==> src/rtl/vio_hdr_pkg.sv <==
package vio_hdr_pkg;

  // first offset of the device-specific configuration area
  localparam int unsigned HDR_END = 32'h14;

  localparam logic [1:0] SZ_BYTE = 2'd0;
  localparam logic [1:0] SZ_HALF = 2'd1;
  localparam logic [1:0] SZ_WORD = 2'd2;

  typedef enum logic [3:0] {
    RD_NONE, RD_DEVF, RD_GUEST, RD_QADDR, RD_QSIZE,
    RD_QSEL, RD_NOTIFY, RD_STATUS, RD_ISR, RD_CFG
  } rdSel_e;

  // strobes from decode control to register datapath
  typedef struct packed {
    logic   acc;
    logic   wrGuest;
    logic   wrQaddr;
    logic   wrQsel;
    logic   wrNotify;
    logic   wrStatus;
    logic   rdIsr;
    logic   isErr;
    logic   isWarn;
    rdSel_e sel;
  } hdrCmd_t;

  function automatic int unsigned nextPow2(int unsigned v);
    int unsigned p;
    p = 1;
    while (p < v) p = p << 1;
    return p;
  endfunction

endpackage

==> src/rtl/vio_hdr_ctrl.sv <==
module vio_hdr_ctrl
  import vio_hdr_pkg::*;
#(
  parameter int unsigned ADDR_W   = 8,
  parameter int unsigned CFG_SIZE = 8
) (
  input  logic              clk,
  input  logic              rstN,
  input  logic              reqValid,
  input  logic              reqWrite,
  input  logic [ADDR_W-1:0] reqAddr,
  input  logic [1:0]        reqSize,
  output hdrCmd_t           cmd,
  output logic              cfgValid,
  output logic              cfgWrite,
  output logic [ADDR_W-1:0] cfgOffset
);

  localparam int unsigned WIN = nextPow2(HDR_END + CFG_SIZE);

  logic [31:0] wide;
  logic [31:0] cfgRel;
  logic        hit;
  logic [1:0]  expSz;
  rdSel_e      regSel;

  assign wide   = 32'(reqAddr);
  assign cfgRel = wide - HDR_END;

  // header offset map
  always_comb begin
    hit    = 1'b1;
    expSz  = SZ_WORD;
    regSel = RD_NONE;
    case (wide)
      32'h00:  begin expSz = SZ_WORD; regSel = RD_DEVF;   end
      32'h04:  begin expSz = SZ_WORD; regSel = RD_GUEST;  end
      32'h08:  begin expSz = SZ_WORD; regSel = RD_QADDR;  end
      32'h0C:  begin expSz = SZ_HALF; regSel = RD_QSIZE;  end
      32'h0E:  begin expSz = SZ_HALF; regSel = RD_QSEL;   end
      32'h10:  begin expSz = SZ_HALF; regSel = RD_NOTIFY; end
      32'h12:  begin expSz = SZ_BYTE; regSel = RD_STATUS; end
      32'h13:  begin expSz = SZ_BYTE; regSel = RD_ISR;    end
      default: hit = 1'b0;
    endcase
  end

  always_comb begin
    cmd       = '0;
    cmd.sel   = RD_NONE;
    cfgValid  = 1'b0;
    cfgOffset = '0;
    if (reqValid) begin
      cmd.acc = 1'b1;
      if (wide >= WIN) begin
        cmd.isErr = 1'b1;
      end else if (wide >= HDR_END) begin
        if (cfgRel < CFG_SIZE) begin
          cfgValid  = 1'b1;
          cfgOffset = cfgRel[ADDR_W-1:0];
          if (!reqWrite) cmd.sel = RD_CFG;
        end else begin
          cmd.isErr = 1'b1;
        end
      end else if (!hit || reqSize != expSz) begin
        cmd.isErr = 1'b1;
      end else if (!reqWrite) begin
        cmd.sel   = regSel;
        cmd.rdIsr = (regSel == RD_ISR);
      end else begin
        case (regSel)
          RD_DEVF, RD_ISR: cmd.isWarn   = 1'b1;
          RD_QSIZE:        cmd.isErr    = 1'b1;
          RD_GUEST:        cmd.wrGuest  = 1'b1;
          RD_QADDR:        cmd.wrQaddr  = 1'b1;
          RD_QSEL:         cmd.wrQsel   = 1'b1;
          RD_NOTIFY:       cmd.wrNotify = 1'b1;
          RD_STATUS:       cmd.wrStatus = 1'b1;
          default:         cmd.isErr    = 1'b1;
        endcase
      end
    end
  end

  assign cfgWrite = cfgValid & reqWrite;

  // a forwarded offset always lies inside the configuration area
  p_cfg_in_range_r10: assert property (@(posedge clk) disable iff (!rstN)
    cfgValid |-> (32'(cfgOffset) < CFG_SIZE && 32'(reqAddr) >= HDR_END));

  // a forwarded access never also reports an error
  p_cfg_not_err_r9: assert property (@(posedge clk) disable iff (!rstN)
    cfgValid |-> !cmd.isErr);

endmodule

==> src/rtl/vio_hdr_dp.sv <==
module vio_hdr_dp
  import vio_hdr_pkg::*;
#(
  parameter int unsigned NUM_QUEUES   = 2,
  parameter int unsigned QUEUE_DEPTH  = 256,
  parameter logic [31:0] DEV_FEATURES = 32'h0000_0001
) (
  input  logic        clk,
  input  logic        rstN,
  input  hdrCmd_t     cmd,
  input  logic [31:0] wdata,
  input  logic [31:0] cfgRdData,
  input  logic        kick,
  output logic        rspValid,
  output logic [31:0] rspData,
  output logic        rspErr,
  output logic        rspWarn,
  output logic        notifyValid,
  output logic [15:0] notifyIdx,
  output logic        irq
);

  logic [31:0] guestFeat;
  logic [15:0] qSel;
  logic [15:0] notifyReg;
  logic [7:0]  devStatus;
  logic        pending;
  logic [31:0] qAddr [NUM_QUEUES];
  logic [31:0] curQaddr;
  logic [31:0] rdMux;
  logic        qSelOk;
  logic        devReset;

  assign qSelOk   = 32'(qSel) < NUM_QUEUES;
  assign devReset = cmd.wrStatus && (wdata[7:0] == 8'h00);

  // one ring address per queue
  for (genvar q = 0; q < NUM_QUEUES; q++) begin : gQueue
    always_ff @(posedge clk) begin
      if (!rstN)
        qAddr[q] <= '0;
      else if (cmd.wrQaddr && qSel == 16'(q))
        qAddr[q] <= wdata;
    end
  end

  always_comb begin
    curQaddr = '0;
    for (int q = 0; q < NUM_QUEUES; q++)
      if (qSel == 16'(q)) curQaddr = qAddr[q];
  end

  always_comb begin
    case (cmd.sel)
      RD_DEVF:   rdMux = DEV_FEATURES;
      RD_GUEST:  rdMux = guestFeat;
      RD_QADDR:  rdMux = qSelOk ? curQaddr : 32'h0;
      RD_QSIZE:  rdMux = qSelOk ? {16'h0, 16'(QUEUE_DEPTH)} : 32'h0;
      RD_QSEL:   rdMux = {16'h0, qSel};
      RD_NOTIFY: rdMux = {16'h0, notifyReg};
      RD_STATUS: rdMux = {24'h0, devStatus};
      RD_ISR:    rdMux = {31'h0, pending};
      RD_CFG:    rdMux = cfgRdData;
      default:   rdMux = 32'h0;
    endcase
  end

  always_ff @(posedge clk) begin
    if (!rstN) begin
      guestFeat <= '0;
      qSel      <= '0;
      notifyReg <= '0;
      devStatus <= '0;
      pending   <= 1'b0;
    end else begin
      if (devReset) begin
        guestFeat <= '0;
        qSel      <= '0;
      end else begin
        if (cmd.wrGuest) guestFeat <= wdata;
        if (cmd.wrQsel)  qSel      <= wdata[15:0];
      end
      if (cmd.wrNotify) notifyReg <= wdata[15:0];
      if (cmd.wrStatus) devStatus <= wdata[7:0];
      if (kick)
        pending <= 1'b1;
      else if (cmd.rdIsr || devReset)
        pending <= 1'b0;
    end
  end

  always_ff @(posedge clk) begin
    if (!rstN) begin
      rspValid    <= 1'b0;
      rspData     <= '0;
      rspErr      <= 1'b0;
      rspWarn     <= 1'b0;
      notifyValid <= 1'b0;
      notifyIdx   <= '0;
    end else begin
      rspValid    <= cmd.acc;
      rspData     <= rdMux;
      rspErr      <= cmd.isErr;
      rspWarn     <= cmd.isWarn;
      notifyValid <= cmd.wrNotify;
      notifyIdx   <= cmd.wrNotify ? wdata[15:0] : notifyIdx;
    end
  end

  assign irq = pending;

  // a kick always shows on the interrupt line next cycle
  p_kick_raises_irq_r6: assert property (@(posedge clk) disable iff (!rstN)
    kick |=> irq);

  // a status read without a concurrent kick drops the line
  p_isr_read_clears_r7: assert property (@(posedge clk) disable iff (!rstN)
    (cmd.rdIsr && !kick) |=> !irq);

  // device reset drops a pending interrupt
  p_reset_drops_irq_r12: assert property (@(posedge clk) disable iff (!rstN)
    (devReset && !kick) |=> !irq);

  // a service pulse only rides on a good response
  p_notify_on_rsp_r5: assert property (@(posedge clk) disable iff (!rstN)
    notifyValid |-> (rspValid && !rspErr && !rspWarn));

  // error and warning never coincide
  p_err_warn_excl_r9: assert property (@(posedge clk) disable iff (!rstN)
    !(rspErr && rspWarn));

endmodule

==> src/rtl/vio_hdr_port.sv <==
module vio_hdr_port
  import vio_hdr_pkg::*;
#(
  parameter int unsigned ADDR_W       = 8,
  parameter int unsigned NUM_QUEUES   = 2,
  parameter int unsigned QUEUE_DEPTH  = 256,
  parameter int unsigned CFG_SIZE     = 8,
  parameter logic [31:0] DEV_FEATURES = 32'h0000_0001
) (
  input  logic              clk,
  input  logic              rstN,
  input  logic              reqValid,
  input  logic              reqWrite,
  input  logic [ADDR_W-1:0] reqAddr,
  input  logic [1:0]        reqSize,
  input  logic [31:0]       reqWdata,
  output logic              rspValid,
  output logic [31:0]       rspData,
  output logic              rspErr,
  output logic              rspWarn,
  output logic              cfgValid,
  output logic              cfgWrite,
  output logic [ADDR_W-1:0] cfgOffset,
  output logic [1:0]        cfgSize,
  output logic [31:0]       cfgWdata,
  input  logic [31:0]       cfgRdData,
  input  logic              kick,
  output logic              irq,
  output logic              notifyValid,
  output logic [15:0]       notifyIdx,
  output logic [31:0]       winSize
);

  localparam int unsigned WIN = nextPow2(HDR_END + CFG_SIZE);

  hdrCmd_t cmd;

  vio_hdr_ctrl #(
    .ADDR_W  (ADDR_W),
    .CFG_SIZE(CFG_SIZE)
  ) uCtrl (
    .clk      (clk),
    .rstN     (rstN),
    .reqValid (reqValid),
    .reqWrite (reqWrite),
    .reqAddr  (reqAddr),
    .reqSize  (reqSize),
    .cmd      (cmd),
    .cfgValid (cfgValid),
    .cfgWrite (cfgWrite),
    .cfgOffset(cfgOffset)
  );

  vio_hdr_dp #(
    .NUM_QUEUES  (NUM_QUEUES),
    .QUEUE_DEPTH (QUEUE_DEPTH),
    .DEV_FEATURES(DEV_FEATURES)
  ) uDp (
    .clk        (clk),
    .rstN       (rstN),
    .cmd        (cmd),
    .wdata      (reqWdata),
    .cfgRdData  (cfgRdData),
    .kick       (kick),
    .rspValid   (rspValid),
    .rspData    (rspData),
    .rspErr     (rspErr),
    .rspWarn    (rspWarn),
    .notifyValid(notifyValid),
    .notifyIdx  (notifyIdx),
    .irq        (irq)
  );

  assign cfgSize  = reqSize;
  assign cfgWdata = reqWdata;
  assign winSize  = WIN;

  // one response exactly one cycle after each request
  p_rsp_follows_req_r13: assert property (@(posedge clk) disable iff (!rstN)
    reqValid |=> rspValid);
  p_no_stray_rsp_r13: assert property (@(posedge clk) disable iff (!rstN)
    !reqValid |=> !rspValid);

endmodule

==> config.mk <==
export PLATFORM = sky130hd
export DESIGN_NAME = vio_hdr_port
export DESIGN_NICKNAME = d
export VERILOG_FILES = /design/src/rtl/vio_hdr_pkg.sv /design/src/rtl/vio_hdr_ctrl.sv /design/src/rtl/vio_hdr_dp.sv /design/src/rtl/vio_hdr_port.sv
export SDC_FILE = /design/constraint.sdc
export NUM_CORES = 1
export LEC_CHECK = 0
export ABC_AREA = 1
export BUFFER_PORTS_ARGS = -buffer_cell sky130_fd_sc_hd__buf_2
export CORE_MARGIN = 8
export CORE_UTILIZATION = 39
export CTS_BUF_LIST = sky130_fd_sc_hd__clkbuf_4 sky130_fd_sc_hd__clkbuf_8
export DETAILED_ROUTE_END_ITERATION = 7
export GPL_ROUTABILITY_DRIVEN = 0
export GPL_TIMING_DRIVEN = 0
export PLACE_DENSITY = 0.58
export SYNTH_ARGS = -nofsm -noshare
export SYNTH_HDL_FRONTEND = slang
export SYNTH_SLANG_ARGS = --single-unit
==> constraint.sdc <==
create_clock -name clk -period 4.9 [get_ports clk]
set_input_delay 0.245 -clock clk [delete_from_list [all_inputs] [get_ports clk]]
set_output_delay 0.245 -clock clk [all_outputs]
set_load 0.005 [all_outputs]
Yosys cells after proc, flatten, opt, wreduce, memory -nomap -nowiden

Memories as Yosys holds them, arrays and structs flattened.
Cells that the tools add are included.

Flip-flop bits (word level): 109
Memories kept: 1
Output and inout bits: 129
Bits in writable memories: 64
Bits of input ports: 79
Word-level logic and storage cells: 117

Memory list:

| name      | words | bits a word | rd ports | clocked after Yosys merged registers in | wr ports | line             | RTL |
|---|---|---|---|---|---|---|---|
| uDp.qAddr | 2     | 32          | 2        | 0                                       | 2        | vio_hdr_dp.sv:28 | `logic [31:0] qAddr [NUM_QUEUES];` |

Multiplexer cells: 52
Eq/ne operators: 25
$add $sub $neg: 1
$lt $le $gt $ge: 4
Bitwise logic cells: 6
Reduce and logical (&&, ||, !) cells: 18

Operators with widths:

| operator            | count |
|---|---|
| $pmux 32 s9         | 1 |
| $mux 32             | 5 |
| $logic_not 32->1    | 1 |
| $lt 32x4->1 const B | 1 |
| $mux 8              | 4 |
| $pmux 4 s8          | 1 |
| $eq 4x3->1 const B  | 7 |
| $mux 1              | 27 |
| $eq 8x4->1 const B  | 3 |
| $eq 8x5->1 const B  | 3 |
| $mux 6              | 3 |
| $eq 16x1->1 const B | 1 |
| $eq 4x2->1 const B  | 4 |
| $logic_not 16->1    | 1 |
| $lt 16x2->1 const B | 1 |
| $mux 4              | 4 |
| $mux 5              | 3 |
| $mux 13             | 1 |
| $eq 4x4->1 const B  | 3 |
| $mux 9              | 1 |
| $sub 8x5->9 const B | 1 |
| $eq 4x1->1 const B  | 2 |
| $eq 8x3->1 const B  | 1 |
| $ge 8x5->1 const B  | 1 |
| 18 further kinds    | 26 |

Depth between registers and ports, before layout

Gate-level depths: netlist of run 1.

Depth after elaboration: 15
Depth in mapped cells: 19
Gate-level depth less buffers: 18

Cells and area by module

From an unflattened synthesis of run 1, not the netlist that was laid out.

Cells, all modules: 1130
Area total of the unflattened synthesis: 8508.2 um^2

By module, submodules not included:

| module       | seq. area each (um^2) | instances | cells an instance | area each (um^2) |
|---|---|---|---|---|
| vio_hdr_dp   | 4103.9                | 1         | 927               | 7315.8 |
| vio_hdr_ctrl | 0.0                   | 1         | 135               | 689.4 |
| vio_hdr_port | 0.0                   | 1         | 68                | 503.0 |

Worst setup path before layout of run 1

OpenSTA, ideal clock, no wires.

Path kind: register to register
Start: reg uDp.qSel[12]
End: mem uDp.qAddr[0][0], enable pin
Data arrival time: 3.839 ns
Path buffers: 2
Setup slack: 0.595 ns
Stages on the path, launching flop included: 9
Required time: 4.434 ns
Period minus slack after synthesis: 4.305 ns
Library setup time: 0.466 ns
Cell sequence: dfxtp_1 > nor4_1 > nand2_1 > nor2_1 > nand2_1 > or2_2 > clkbuf_1 > clkbuf_1 > o21ai_0

RTL lines:

| element                | line             | RTL |
|---|---|---|
| start, declared        | vio_hdr_dp.sv:24 | `logic [15:0] qSel;` |
| start signal, assigned | vio_hdr_dp.sv:81 | `if (cmd.wrQsel) qSel <= wdata[15:0];` |
| end, declared          | vio_hdr_dp.sv:28 |  |

==> flow_summary_export.csv, run 1 <==
group,metric,value,unit
die,coreArea,21800,um^2
worst_setup_path,cp-end-kind,"register",
worst_setup_path,worstPathArrival,3.20,ns
worst_setup_path,r2r_cells,9,
timing,setup_viol_count_final,0,
routing,drt_iter0_markers,562,
die,rows,54,
layout,layout.nets,1442,
power,switchingPower,0.000677,W
worst_setup_path,cp_slowest_stage_delay,0.46,ns
worst_setup_path,rrSetupSlack,1.86,ns
timing,slew_headroom,0.455,
layout,area_growth,21.0,%
power,p_total,0.00278,W
global_routing,grt_pass1_wl,41400,um
synth,yosys.area.top_type_share,0.252,
run_status,outcome,"finished, final reports clean",
worst_setup_path,critical_path.max_fanout,24,
routing,totalWireLength,27200,um
cts,clockBufferDepth,2,
synth,synthTopCellsByArea,"dfxtp_1 (25%), edfxtp_1 (22%), nand2_1 (11%)",
power,switching_share,0.244,
timing,finalHoldViolations,0,
cts,cts_resized,0,
power,p_int,0.00210,W
synth,synth_edf_count,64,
timing,rsz0062_at_grt,"false",
die,die_area,27200,um^2
timing,slew_viol_final,0,
global_routing,grt.met2_usage,0.328,
synth,ys_top_cells_by_count,"nand2_1 (256), inv_1 (128), nor2_1 (128)",
synth,syn_area,8660,um^2
global_routing,antenna_found_initial,0,
worst_setup_path,r2r-start,"uDp.qSel[12]$_SDFFE_PP0P_",
cts,cts_tree,"yes",
die,die_h,165,um
worst_hold_path,worstHoldPathCells,3,
cts,clk_pin_slew,0.09,ns
worst_setup_path,r2r_end,"uDp.qAddr[0][5]$_SDFFCE_PN0P_",
global_routing,met3_usage,0.0396,
synth,synth_warnings,0,
timing,fin_skew,0.0176,ns
layout,diodes,0,
synth,synth.distinct_cells,40,
routing,vias_per_cell,4.82,
global_routing,met1_usage,0.259,
global_routing,grt_max_degree,25,
routing,first_pass_iters,5,
worst_setup_path,cp-start-kind,"register",
worst_setup_path,crit_start,"uDp.qSel[12]$_SDFFE_PP0P_",
power,leakage,5.08,nW
timing,setup_tns,0,ns
routing,drc_errors,0,
power,power_frac_clock,0.377,
worst_setup_path,slowest_stage,"o21ai_4",
die,initial_core_util,0.397,
worst_setup_path,cp-endpoint,"uDp.qAddr[0][5]$_SDFFCE_PN0P_",
cts,cts_buffers,17,
global_routing,top_usage_layer,"met2",
die,die_x,165,um
timing,worstMarginPinSlew,0.818,ns
timing,clock.fmax,329,MHz
placed_design,place_area,10100,um^2
synth,synthMostInstantiatedCell,"nand2_1",
routing,drt-wirelength-per-cell,16.5,um
timing,period_share,0.621,
worst_hold_path,hold_path_class,"primary input to register",
cts,ctsHoldBuffers,1,
cts,htree_levels,4,
layout,stdcell_count,1651,
power,pwr-share-comb,0.078,
placed_design,port_buffers,170,
cts,clk_root_buffer_cell,"clkbuf_8",
routing,ant_nets,0,
synth,yosys.area.top_type,"dfxtp_1",
synth,ys_ff_latch,173,
cts,post_cts_buffers,0,
cts,worstSkewPairLatency,0.47,ns
power,ir_worst_vdd,162,uV
worst_setup_path,crit_chain,"nor4_1 > nand2_1 > nor2_1 > nand2_1 > or2_2 > clkbuf_1 > clkbuf_1 > o21ai_4 > buf_12",
routing,vias,7951,
worst_setup_path,crit_type,"register to register",
synth,postSynthCellCount,1131,
global_routing,grtUsageTotal,0.198,
worst_setup_path,required,5.06,ns
synth,yosysSeqAreaShare,0.474,
synth,postSynth.asyncResetShare,0,
timing,layout_min_cycle_time,3.04,ns
cts,clock_sinks,173,
global_routing,overflow,0,
placed_design,hpwl,20100,um
synth,synth-main-ff-cell,"dfxtp_1",
power,seqPwrFrac,0.545,
placed_design,dp.cells,1618,
layout,fin_area,10500,um^2
synth,syn_area_per_cell,7.65,um^2
layout,drive_gt1_frac,0.251,
global_routing,grt_pass1_vias,7595,
die,ios,208,
flow_run,maxCapViolCount,0,
power,cellPowerDensity,265,nW/um^2
-- routing by layer --
layer,up-vias,share of wire
met5,-,0
met4,0,0.014
met3,32,0.073
met2,293,0.47
met1,3657,0.44
li1,3969,-
-- logic make-up (layout without fill, tap and decap cells) --
group / Yosys count / in the layout / synth area share
buf+inv: 259 / 464 / 0.151
xor+xnor: 2 / 2 / 0.00202
other cells: 2 / 37 / 0.000868
compound gates: 147 / 147 / 0.0919
fa+ha+maj: 5 / 5 / 0.00723
flops: 173 / 173 / 0.474
simple gates: 543 / 543 / 0.272
-- layout by cell type, fill, tap and decap left out, drive strengths merged --
cell type	instances
buf	274
nand2	264
inv	141
nor2	139
nand3	116
dfxtp	109
a21oi	81
edfxtp	64
o21ai	42
clkbuf	41
conb	37
o22ai	20
nor3	9
nand4	7
ha	5
clkinv	5
nor4	4
or2	2
bufinv	2
xnor2	1
xor2	1
a31oi	1
and2	1
o2111ai	1
a211oi	1
nor4b	1
a21boi	1
dlygate4sd3	1
-- state kept, by name, indices dropped and copies added, names as in the netlist --
name             cells
uDp.rspData         32
uDp.notifyIdx       16
uDp.rspWarn          1
uDp.notifyValid      1
uDp.rspValid         1
uDp.devStatus        8
uDp.rspErr           1
uDp.qSel            16
uDp.irq              1
uDp.qAddr           64
uDp.guestFeat       32
-- cell type report --
cell class	instances	area, um^2
plain buffers	122	797
clock buffers	21	277
clock inverters	11	133
fillers	2249	11400
inverters	137	514
multi-input cells	734	3400
flip-flops and latches	173	4100
well taps	280	350
repair buffers	173	901
-- metrics by stage --
step           setup WS [ns]  utilization  hold WS (ns)
2_1_floorplan          0.595            -         0.351
6_report                1.86        0.480        0.0464
5_1_grt                 1.65        0.480        0.0358
4_1_cts                 1.83        0.480        0.0342
3_3_place_gp           -1.42        0.458         0.448
3_5_place_dp            1.79        0.461         0.455
-- power groups by stage --
| stage | Sequential, W | Combinational (W) | Clock [W] |
|---|---|---|---|
| 6_report | 0.00151 | 0.000217 | 0.00105 |
| 5_1_grt | 0.00152 | 0.000240 | 0.00111 |
| 4_1_cts | 0.00151 | 0.000216 | 0.00106 |
| 3_5_place_dp | 0.00155 | 0.000215 | 0 |
| 3_3_place_gp | 0.00155 | 0.000208 | 0 |
| 2_1_floorplan | 0.00155 | 0.000117 | 0 |
-- worst max-delay path, delay by kind of cell, from the launching register on --
kind | cells | cell delay, ns
AOI/OAI and AO/OA | 1 | 0.46
DFF | 1 | 0.34
buffers and inverters | 3 | 0.77
and+or+nand+nor | 5 | 1.15
-- worst min path at each step --
stage	start	end	slack (ns)
global placement	uDp.guestFeat[27]$_SDFFE_PP0P_	uDp.guestFeat[27]$_SDFFE_PP0P_	0.45
detailed placement	uDp.guestFeat[4]$_SDFFE_PP0P_	uDp.guestFeat[4]$_SDFFE_PP0P_	0.45
CTS	reqWdata[16]	uDp.guestFeat[16]$_SDFFE_PP0P_	0.03
global route	reqWdata[22]	uDp.guestFeat[22]$_SDFFE_PP0P_	0.04
floorplan	kick	uDp.irq$_SDFFE_PN0P_	0.35
finish	reqWdata[16]	uDp.guestFeat[16]$_SDFFE_PP0P_	0.05
No activity file was read; power rests on OpenSTA's default activity.
==> run 2: changes to the inputs <==
--- a/config.mk
+++ b/config.mk
@@ -13,7 +13,7 @@
 export DETAILED_ROUTE_END_ITERATION = 7
 export GPL_ROUTABILITY_DRIVEN = 0
 export GPL_TIMING_DRIVEN = 0
-export PLACE_DENSITY = 0.58
+export PLACE_DENSITY = 0.61
 export SYNTH_ARGS = -nofsm -noshare
 export SYNTH_HDL_FRONTEND = slang
 export SYNTH_SLANG_ARGS = --single-unit
==> constraint.sdc (replaced) <==
create_clock -name clk -period 2.6 [get_ports clk]
set_input_delay 0.13 -clock clk [delete_from_list [all_inputs] [get_ports clk]]
set_output_delay 0.13 -clock clk [all_outputs]
set_load 0.005 [all_outputs]
==> run 2 against run 1 <==
  * Combinational power rose by 130%
  * Final cell count rose by 4.1%
  * Die area did not move
  * Cell area rose by 6.9%
  * Sequential share of layout area fell by 2.5 points
  * Clock power rose by 94%
  * Wire length rose by 3.5%
  * Register-to-register slack got worse by 1.7 ns
  * Setup slack got worse by 1.7 ns
  * Critical endpoint is now uDp.rspData[7]$_SDFF_PN0_
  * Non-clock buffer count rose by 66
  * Flip-flop and latch count did not move
==> flow_summary_export.csv, run 2 (synthesis results as in run 1) <==
group,metric,value,unit
run_status,outcome,"finished, final reports clean",
layout,mostFrequentLayoutCells,"nand2_1 (256), buf_2 (187), inv_1 (127), nor2_1 (127), nand3_1 (114)",
global_routing,grt_max_degree,17,
die,rows,54,
cts,clock_sinks,173,
layout,mostFrequentLayoutCell,"nand2_1",
routing,vias,8267,
layout,reg_top3,"uDp.qAddr (64), uDp.guestFeat (32), uDp.rspData (32)",
worst_setup_path,required,3.01,ns
cts,cts_tree,"yes",
worst_setup_path,crit_type,"register to register",
die,die_x,165,um
die,coreArea,21800,um^2
cts,clockBufferDepth,2,
timing,worstMarginPinSlew,0.924,ns
power,leakage,5.39,nW
cts,htree_levels,4,
worst_setup_path,critPathBufInv,1,
layout,largest_register_ffs,64,
layout,regMostFlops,"uDp.qAddr",
global_routing,overflow,0,
power,p_total,0.00539,W
layout,fillers,2159,
timing,fin_skew,0.0182,ns
global_routing,grtUsageTotal,0.205,
placed_design,hpwl,19800,um
layout,diodes,0,
timing,finalHoldViolations,0,
placed_design,port_buffers,170,
placed_design,post-place-ws,-0.829,ns
global_routing,antenna_found_initial,0,
cts,cts_buffers,17,
die,die_area,27200,um^2
timing,setup_ws,0.171,ns
layout,seq_area,4100,um^2
die,ios,208,
power,cellPowerDensity,481,nW/um^2
layout,drive_gt1_frac,0.250,
timing,rsz0062_at_grt,"false",
routing,drt_iter0_markers,607,
routing,drc_errors,0,
worst_setup_path,crit_chain,"or2_2 > nor4b_1 > clkbuf_1 > nand3_1 > o21ai_0 > nand3_1 > nand3_1 > nor2_1 > nor2_1",
power,ir_worst_vdd,310,uV
timing,slew_viol_final,0,
worst_setup_path,worstPathArrival,2.84,ns
layout,area_growth,29.4,%
layout,layout.nets,1510,
routing,ant_nets,0,
flow_run,maxCapViolCount,0,
routing,vias_per_cell,4.81,
cts,worstSkewPairLatency,0.48,ns
worst_hold_path,hold_path_class,"primary input to register",
routing,first_pass_iters,5,
worst_setup_path,slowest_stage,"clkbuf_1",
worst_setup_path,crit_family,"simple AND/OR/NAND/NOR gates",
worst_setup_path,critPathMostFrequentCell,"nand3_1",
worst_setup_path,critical_path.max_fanout,10,
worst_setup_path,cp-end-kind,"register",
timing,period_share,0.934,
cts,clk_pin_slew,0.10,ns
global_routing,grt_pass1_wl,43500,um
die,die_h,165,um
layout,multiInputGateArea,3450,um^2
die,initial_core_util,0.397,
timing,setup_tns,0,ns
timing,setup_viol_count_final,0,
cts,clk_root_buffer_cell,"clkbuf_8",
routing,drt-wirelength-per-cell,16.4,um
timing,slew_headroom,0.384,
global_routing,grt_pass1_vias,8102,
worst_setup_path,cp-start-kind,"register",
timing,layout_min_cycle_time,2.43,ns
routing,totalWireLength,28200,um
timing,clock.fmax,412,MHz
worst_setup_path,cp_slowest_stage_delay,0.54,ns
[run 2: layout make-up]
cell class                 count  area share
buffer                       122      0.0725
clock buffer                  23      0.0255
clock inverter                 9      0.0120
inverter                     137      0.0459
multi-input combinational    736       0.308
sequential                   173       0.366
tap                          280      0.0313
timing repair buffer         239       0.138
[run 2: report_power, final]
part | total [W] | internal, W | switching, W
clock | 0.00204 | 0.00103 | 0.00101
sequential | 0.00285 | 0.00284 | 0.0000114
combinational | 0.000494 | 0.000243 | 0.000251
total | 0.00539 | 0.00411 | 0.00127
[run 2: worst paths after layout]
| path | start | end | slack [ns] | depth (start not counted) |
|---|---|---|---|---|
| max reg2reg | uDp.qSel[2]$_SDFFE_PP0P_ | uDp.rspData[7]$_SDFF_PN0_ | 0.17 | 9 |
| max | uDp.qSel[2]$_SDFFE_PP0P_ | uDp.rspData[7]$_SDFF_PN0_ | 0.17 | 9 |
| min reg2reg | uDp.guestFeat[26]$_SDFFE_PP0P_ | uDp.guestFeat[26]$_SDFFE_PP0P_ | 0.46 | 2 |
| min | cfgRdData[20] | uDp.rspData[20]$_SDFF_PN0_ | 0.01 | 5 |
[run 2: per-stage QoR]
step | util | cell area [um^2] | std cells | hold slack [ns]
global route | 0.513 | 11200 | 1719 | 0.0526
CTS | 0.512 | 11200 | 1719 | 0.0140
global placement | 0.459 | 10000 | 1616 | 0.329
floorplan | - | 8810 | 1166 | 0.236
detailed placement | 0.459 | 10000 | 1616 | 0.326
finish | 0.513 | 11200 | 1719 | 0.00959
[run 2: metal layers]
metal  up-vias  track usage  part of all wire
met5         -            0                 0
met4         0       0.0586             0.019
met3        42       0.0454             0.084
met2       327        0.342              0.47
met1      3791        0.261              0.43
li1       4107            -                 -
[run 2: repair_timing]
item                                    CTS  global route
pin swaps                                 4             0
endpoints found under the setup margin   73           119
gates cloned                              2             0
hold buffers                             60             0
gates resized for setup                   5            19
buffers inserted                          9             0
hold endpoints to repair                 84             0
[run 2: tightest hold or removal path, stage by stage]
cell     delay (ns)
buf_2          0.08
nand2_1        0.06
nand3_1        0.08
nand2_1        0.05
inv_1          0.05
